[config.mk]
export PLATFORM = sky130hd
export DESIGN_NAME = gpx_remap_gpio
export DESIGN_NICKNAME = d
export VERILOG_FILES = /design/src/rtl/gpx_pkg.sv /design/src/rtl/gpx_pin_sync.sv /design/src/rtl/gpx_status.sv /design/src/rtl/gpx_remap_gpio.sv
export SDC_FILE = /design/constraint.sdc
export NUM_CORES = 2
export LEC_CHECK = 0
export BUFFER_PORTS_ARGS = -buffer_cell sky130_fd_sc_hd__buf_2
export CAP_MARGIN = 20
export CORE_MARGIN = 2
export CORE_UTILIZATION = 40
export DETAILED_ROUTE_END_ITERATION = 8
export GPL_ROUTABILITY_DRIVEN = 0
export SYNTH_ARGS = -nofsm -noshare
export SYNTH_HDL_FRONTEND = slang
export SYNTH_SLANG_ARGS = --single-unit
[constraint.sdc]
create_clock -name clk -period 2 [get_ports clk]
set_input_delay 0.2 -clock clk [delete_from_list [all_inputs] [get_ports clk]]
set_output_delay 0.2 -clock clk [all_outputs]
set_load 0.02 [all_outputs]
[src/rtl/gpx_pkg.sv]
package gpx_pkg;
  localparam int WORD_W = 32;

  typedef enum logic [2:0] {
    RG_ENABLE = 3'd0,
    RG_OUT    = 3'd1,
    RG_DIR    = 3'd2,
    RG_IN     = 3'd3,
    RG_MASK   = 3'd4,
    RG_STAT   = 3'd5,
    RG_EDGE   = 3'd6,
    RG_NONE   = 3'd7
  } reg_sel_e;

  // Bit position of a logical pin, or -1 when the pin has no position.
  function automatic int pos_of_pin(input bit remap, input int npins, input int p);
    if (p >= npins) return -1;
    if (!remap) return p;
    if (p <= 27) return p + 4;
    if (p <= 33) return -1;
    if (p <= 97) return p - 2;
    if (p <= 101) return 101 - p;
    return -1;
  endfunction

  // Logical pin at a bit position, or -1 for a dead or non-GPIO position.
  function automatic int pin_of_pos(input bit remap, input int npins, input int b);
    int p;
    if (!remap) p = b;
    else if (b <= 3) p = 101 - b;
    else if (b <= 31) p = b - 4;
    else p = b + 2;
    if (p >= npins) return -1;
    if (pos_of_pin(remap, npins, p) != b) return -1;
    return p;
  endfunction
endpackage

[src/rtl/gpx_pin_sync.sv]
module gpx_pin_sync #(
  parameter int N = 8
) (
  input  logic         clk,
  input  logic         rst_n,
  input  logic [N-1:0] pin_i,
  output logic [N-1:0] sync_o,
  output logic [N-1:0] prev_o
);
  logic [N-1:0] s1_q, s2_q, s3_q;
  logic [1:0]   warm_q;

  always_ff @(posedge clk) begin
    if (!rst_n) begin
      s1_q   <= '0;
      s2_q   <= '0;
      s3_q   <= '0;
      warm_q <= '0;
    end else begin
      s1_q <= pin_i;
      s2_q <= s1_q;
      s3_q <= s2_q;
      if (warm_q != 2'd2) warm_q <= warm_q + 2'd1;
    end
  end

  assign sync_o = s2_q;
  assign prev_o = s3_q;

  // Synchronised level lags the pad by two edges.
  assert_sync_lag_R5: assert property (@(posedge clk) disable iff (!rst_n)
    (warm_q == 2'd2) |-> (sync_o == $past(pin_i, 2)));
endmodule

[src/rtl/gpx_status.sv]
module gpx_status #(
  parameter int            NB         = 32,
  parameter logic [NB-1:0] GPIO_BITS  = '1,
  parameter logic [NB-1:0] STORE_BITS = '0
) (
  input  logic          clk,
  input  logic          rst_n,
  input  logic [NB-1:0] evt_i,
  input  logic          wr_i,
  input  logic [NB-1:0] wsel_i,
  input  logic [NB-1:0] wval_i,
  input  logic [NB-1:0] mask_i,
  output logic [NB-1:0] stat_o,
  output logic          irq_o
);
  logic [NB-1:0] stat_q, stat_d, clr_vec, wr_sel;

  assign wr_sel  = wr_i ? wsel_i : '0;
  assign clr_vec = wr_sel & ~wval_i & GPIO_BITS;

  always_comb begin
    stat_d = (stat_q & ~clr_vec) | (evt_i & GPIO_BITS);
    stat_d = (stat_d & GPIO_BITS)
           | (((wr_sel & wval_i) | (~wr_sel & stat_q)) & STORE_BITS);
  end

  always_ff @(posedge clk) begin
    if (!rst_n) stat_q <= '0;
    else        stat_q <= stat_d;
  end

  assign stat_o = stat_q;
  assign irq_o  = |(stat_q & ~mask_i & GPIO_BITS);

  assert_event_latched_R6: assert property (@(posedge clk) disable iff (!rst_n)
    (($past(evt_i) & GPIO_BITS & ~stat_q) == '0));

  assert_sticky_until_clear_R7: assert property (@(posedge clk) disable iff (!rst_n)
    (($past(stat_q & ~clr_vec) & GPIO_BITS & ~stat_q) == '0));

  assert_zero_clears_R8: assert property (@(posedge clk) disable iff (!rst_n)
    (($past(clr_vec & ~evt_i) & stat_q) == '0));
endmodule

[src/rtl/gpx_remap_gpio.sv]
module gpx_remap_gpio #(
  parameter int NUM_PINS   = 102,
  parameter bit REMAP      = 1'b1,
  parameter bit HAS_ENABLE = 1'b1,
  parameter bit HAS_EDGE   = 1'b1,
  localparam int NW = (NUM_PINS + gpx_pkg::WORD_W - 1) / gpx_pkg::WORD_W,
  localparam int WB = (NW > 1) ? $clog2(NW) : 1,
  localparam int AW = 3 + WB
) (
  input  logic                clk,
  input  logic                rst_n,
  input  logic                bus_wr,
  input  logic [AW-1:0]       bus_addr,
  input  logic [31:0]         bus_wdata,
  output logic [31:0]         bus_rdata,
  input  logic [NUM_PINS-1:0] pin_in,
  output logic [NUM_PINS-1:0] pin_out,
  output logic [NUM_PINS-1:0] pin_oe,
  output logic                irq
);
  import gpx_pkg::*;

  localparam int NB = NW * WORD_W;

  function automatic logic [NB-1:0] gpio_positions();
    logic [NB-1:0] v;
    v = '0;
    for (int b = 0; b < NB; b++) v[b] = (pin_of_pos(REMAP, NUM_PINS, b) >= 0);
    return v;
  endfunction

  function automatic logic [NB-1:0] store_positions();
    logic [NB-1:0] v;
    v = '0;
    for (int b = 0; b < NB; b++) v[b] = (b >= NUM_PINS);
    return v;
  endfunction

  function automatic logic [NB-1:0] merge(input logic [NB-1:0] old_v,
                                          input logic [NB-1:0] sel_v,
                                          input logic [NB-1:0] new_v);
    return (old_v & ~sel_v) | (new_v & sel_v);
  endfunction

  localparam logic [NB-1:0] GPIO_BITS  = gpio_positions();
  localparam logic [NB-1:0] STORE_BITS = store_positions();

  reg_sel_e       reg_sel;
  logic [WB-1:0]  word_idx;
  logic [NB-1:0]  wsel, wide_wd, rd_vec;
  logic [NB-1:0]  en_r, out_r, dir_r, mask_r, edge_r, inx_r;
  logic [NB-1:0]  en_ok, pos_sync, evt, stat_v, in_view;
  logic [NUM_PINS-1:0] sync_v, prev_v;

  assign reg_sel  = reg_sel_e'(bus_addr[AW-1:WB]);
  assign word_idx = bus_addr[WB-1:0];
  assign wide_wd  = {NW{bus_wdata}};

  for (genvar w = 0; w < NW; w++) begin : g_wsel
    assign wsel[w*WORD_W +: WORD_W] = (word_idx == WB'(w)) ? '1 : '0;
  end

  always_ff @(posedge clk) begin
    if (!rst_n) begin
      en_r   <= '0;
      out_r  <= '0;
      dir_r  <= '1;
      mask_r <= '1;
      edge_r <= '0;
      inx_r  <= '0;
    end else if (bus_wr) begin
      case (reg_sel)
        RG_ENABLE: en_r   <= merge(en_r,   wsel, wide_wd);
        RG_OUT:    out_r  <= merge(out_r,  wsel, wide_wd);
        RG_DIR:    dir_r  <= merge(dir_r,  wsel, wide_wd);
        RG_MASK:   mask_r <= merge(mask_r, wsel, wide_wd);
        RG_EDGE:   edge_r <= merge(edge_r, wsel, wide_wd);
        RG_IN:     inx_r  <= merge(inx_r,  wsel & STORE_BITS, wide_wd);
        default:   ;
      endcase
    end
  end

  if (HAS_ENABLE) begin : g_en
    assign en_ok = en_r;
  end else begin : g_noen
    assign en_ok = '1;
  end

  gpx_pin_sync #(.N(NUM_PINS)) u_sync (
    .clk    (clk),
    .rst_n  (rst_n),
    .pin_i  (pin_in),
    .sync_o (sync_v),
    .prev_o (prev_v)
  );

  // Per bit position: map back to the logical pin and form its event.
  for (genvar b = 0; b < NB; b++) begin : g_pos
    localparam int LP = pin_of_pos(REMAP, NUM_PINS, b);
    if (LP >= 0) begin : g_live
      logic trig;
      if (HAS_EDGE) begin : g_edge
        assign trig = edge_r[b] ? (sync_v[LP] & ~prev_v[LP])
                                : (~sync_v[LP] & prev_v[LP]);
      end else begin : g_level
        assign trig = sync_v[LP];
      end
      assign pos_sync[b] = sync_v[LP];
      assign evt[b]      = en_ok[b] & trig;
    end else begin : g_dead
      assign pos_sync[b] = 1'b0;
      assign evt[b]      = 1'b0;
    end
  end

  // Per logical pin: pick its bit position for drive.
  for (genvar p = 0; p < NUM_PINS; p++) begin : g_pin
    localparam int BP = pos_of_pin(REMAP, NUM_PINS, p);
    if (BP >= 0) begin : g_map
      assign pin_out[p] = out_r[BP];
      assign pin_oe[p]  = en_ok[BP] & ~dir_r[BP];
    end else begin : g_nomap
      assign pin_out[p] = 1'b0;
      assign pin_oe[p]  = 1'b0;
    end
  end

  gpx_status #(.NB(NB), .GPIO_BITS(GPIO_BITS), .STORE_BITS(STORE_BITS)) u_stat (
    .clk    (clk),
    .rst_n  (rst_n),
    .evt_i  (evt),
    .wr_i   (bus_wr && (reg_sel == RG_STAT)),
    .wsel_i (wsel),
    .wval_i (wide_wd),
    .mask_i (mask_r),
    .stat_o (stat_v),
    .irq_o  (irq)
  );

  assign in_view = (pos_sync & ~STORE_BITS) | (inx_r & STORE_BITS);

  always_comb begin
    case (reg_sel)
      RG_ENABLE: rd_vec = en_r;
      RG_OUT:    rd_vec = out_r;
      RG_DIR:    rd_vec = dir_r;
      RG_IN:     rd_vec = in_view;
      RG_MASK:   rd_vec = mask_r;
      RG_STAT:   rd_vec = stat_v;
      RG_EDGE:   rd_vec = edge_r;
      default:   rd_vec = '0;
    endcase
  end

  always_comb begin
    bus_rdata = '0;
    for (int w = 0; w < NW; w++)
      if (word_idx == WB'(w)) bus_rdata = rd_vec[w*WORD_W +: WORD_W];
  end

  if (HAS_ENABLE) begin : g_en_chk
    assert_disabled_quiet_R4: assert property (@(posedge clk) disable iff (!rst_n)
      ((stat_v & ~$past(stat_v) & $past(~en_r) & GPIO_BITS) == '0));
  end
endmodule

==> out/results.ini <==
[setup_path]
required_ns=1.80
cp_common_cell=buf_4
crit_family=multiplexers
critPathKind=flip-flop to output pin
end_kind=output pin
critPathLaunchType=flip-flop
worst-path-stages=7
cp_num_buf_inv=2
rr_worst_depth=4
crit_path_max_fanout=2
critPathMaxStageDelay_ns=0.48
crit_arrival_ns=2.67
path_cells=mux4_2, nand2_1, nand4_1, a21oi_2, buf_4, a2111oi_4, buf_4
crit_path_top_delay_cell=mux4_2

[yosys]
synthesis.area_um2=47600
async_reset_ff_share_pct=0
synthCells=5820
synth.distinct_cells=71
ys.flop_type=dfxtp_1
avgSynthCellArea_um2=8.179
ys_seq_area_share_pct=45.25
ys_seq_elements=1076
synth_edf_count=0
yosysWarnings=0

[clock_network]
clkSinkCount=1076
cts_tree=yes
cts_htree_levels=3
clockRootBuffer=clkbuf_16
numCtsBuffers=116
max-clock-path-buffers=3
clock_latency_ns=0.72
clk_pin_slew_ns=0.06

[die]
rows=126
coreArea_um2=118100
start_util_pct=40.31
die_area_um2=121800
io_pins=379
die_y_um=349.0
fp.dieW_um=349.0

[hold_path]
holdPathStages=3
holdCritPathClass=input port to flip-flop

[route]
vias=45773
drt_pass1_iterations=6
drc=0
drtIter0Drc=6079
post_drt_wl_per_cell_um=25.39
drt_wl_total_um=206200
via_per_inst=5.635
ant_nets=0

[global_route]
grt_pass1_wl_um=294900
grt_max_degree=141
grt_overflow=0
grt_pass1_vias=42538
grt.total_usage_pct=32.76
grt_antenna_before_repair=7

[final_layout]
fin_nets=6630
area_delta_synth_final_pct=28.24
num-fill-cells=10951
final_common_cell=nand2_1
seq_area_um2=21690
mostFrequentLayoutCells=nand2_1, dfxtp_1, buf_4
multi_input_area_um2=23930
drive_gt1_share_pct=24.03
fin_area_um2=61050
fin_util_pct=51.70

[sta]
grt_setup_unrepaired=yes
skew_ns=0.02202
worst_pin_slew_ns=0.8375
min_period_over_period_pct=143.5
timing.fmax_mhz=348.4
finalHoldViolCount=0
fin_crit_ns=2.870
slew_viol_final=0
fin_setup_tns_ns=-19.17
setup_slack_ns=-0.8702
setup_viol=33
slew_headroom_pct=44.16

[place]
place_area_um2=54580
port_buffers=360
dpl.hpwl_um=146100

[status]
violations=negative setup slack
outcome=finished with violations

[pwr]
p_leak_nw=24.28
power_density_nw_per_um2=805.8
ir_drop_mv=0.6675

[flow_run]
drv_cap=0

-- logic make-up (layout without fill, tap and decap cells) --
logic type	count (synthesis)	after routing	synth area share, %
AO/OA/AOI/OAI	1164	1164	16.59
buffers and inverters	667	1420	7.089
flip-flops	1076	1076	45.25
multiplexers	193	193	5.927
other	1	15	0.007878
AND/OR/NAND/NOR	2719	2719	25.14
-- worst paths after layout --
kind	startpoint	to	slack (ns)
max reg2reg	u_sync.sync_o[26]$_SDFF_PN0_	u_stat.stat_o[30]$_SDFF_PN0_	0.74
min reg2reg	u_sync.s1_q[25]$_SDFF_PN0_	u_sync.sync_o[25]$_SDFF_PN0_	0.43
min	bus_wdata[24]	flip-flop	0.05
max	flip-flop	bus_rdata[20]	-0.87
-- cells in the mapped netlist, types with 81 or more instances --
cell type  number  area (um^2)
nand2_1      1796         6741
dfxtp_1      1076        21540
a21boi_0      395         2965
nand3_1       298         1491
clkbuf_1      294         1104
and2_1        291         1821
o21ai_0       262         1311
a21boi_1      137         1028
a21oi_1       134        670.6
buf_2         131        655.6
buf_4         127        953.4
nor2_1        123        461.7
nor2b_1       107        669.4
mux2i_1        85        850.8
inv_1          81        304.0
-- tightest hold or removal path, delay by kind of cell --
family          cells  cell delay [ns]
buf+inv             1             0.31
simple gates        1             0.13
compound gates      1             0.06
-- stage by stage --
step / hold WS (ns) / setup slack [ns] / total power (W) / std cells
6_report: 0.04926 / -0.8702 / 0.04919 / 8123
5_1_grt: 0.05135 / -0.8299 / 0.05044 / 8121
4_1_cts: 0.001250 / -0.8423 / 0.04912 / 8115
3_5_place_dp: 0.4081 / -0.8286 / 0.02692 / 7804
3_3_place_gp: 0.4050 / -0.8242 / 0.02689 / 7804
2_1_floorplan: 0.3273 / 0.003032 / 0.02476 / 5831
-- what timing repair did --
| action | CTS | global route |
|---|---|---|
| resized for setup | 319 | 73 |
| endpoints found under the setup margin | 39 | 38 |
| hold buffers | 111 | 0 |
| buffers inserted | 13 | 7 |
| pin swaps | 91 | 51 |
| hold endpoints to repair | 211 | 0 |
| gates cloned | 0 | 1 |
-- area by class of cell --
| class | count | share of cell area [%] |
|---|---|---|
| multi-input combinational | 4088 | 39.21 |
| sequential | 1076 | 35.53 |
| timing repair buffer | 1123 | 15.22 |
| clock buffer | 172 | 5.642 |
| tap | 1536 | 3.148 |
| clock inverter | 42 | 0.7235 |
| inverter | 83 | 0.5185 |
| antenna | 3 | 0.01230 |
-- power by group --
group	switching [W]	internal [W]	leakage (nW)
clock	0.00922	0.0129	1.92
sequential	0.000303	0.0218	8.73
combinational	0.00295	0.00206	13.6
total	0.0125	0.0367	24.3
-- per-layer routing --
metal  vias up  global-route usage [%]  share of wire (%)
met5         -                       0               0.11
met2      2677                   47.97                 42
li1      20616                       -                  -
met3       525                   8.623                 12
met4        12                   16.74                5.5
met1     21943                   44.23                 41
(Power assumes the default switching activity.)
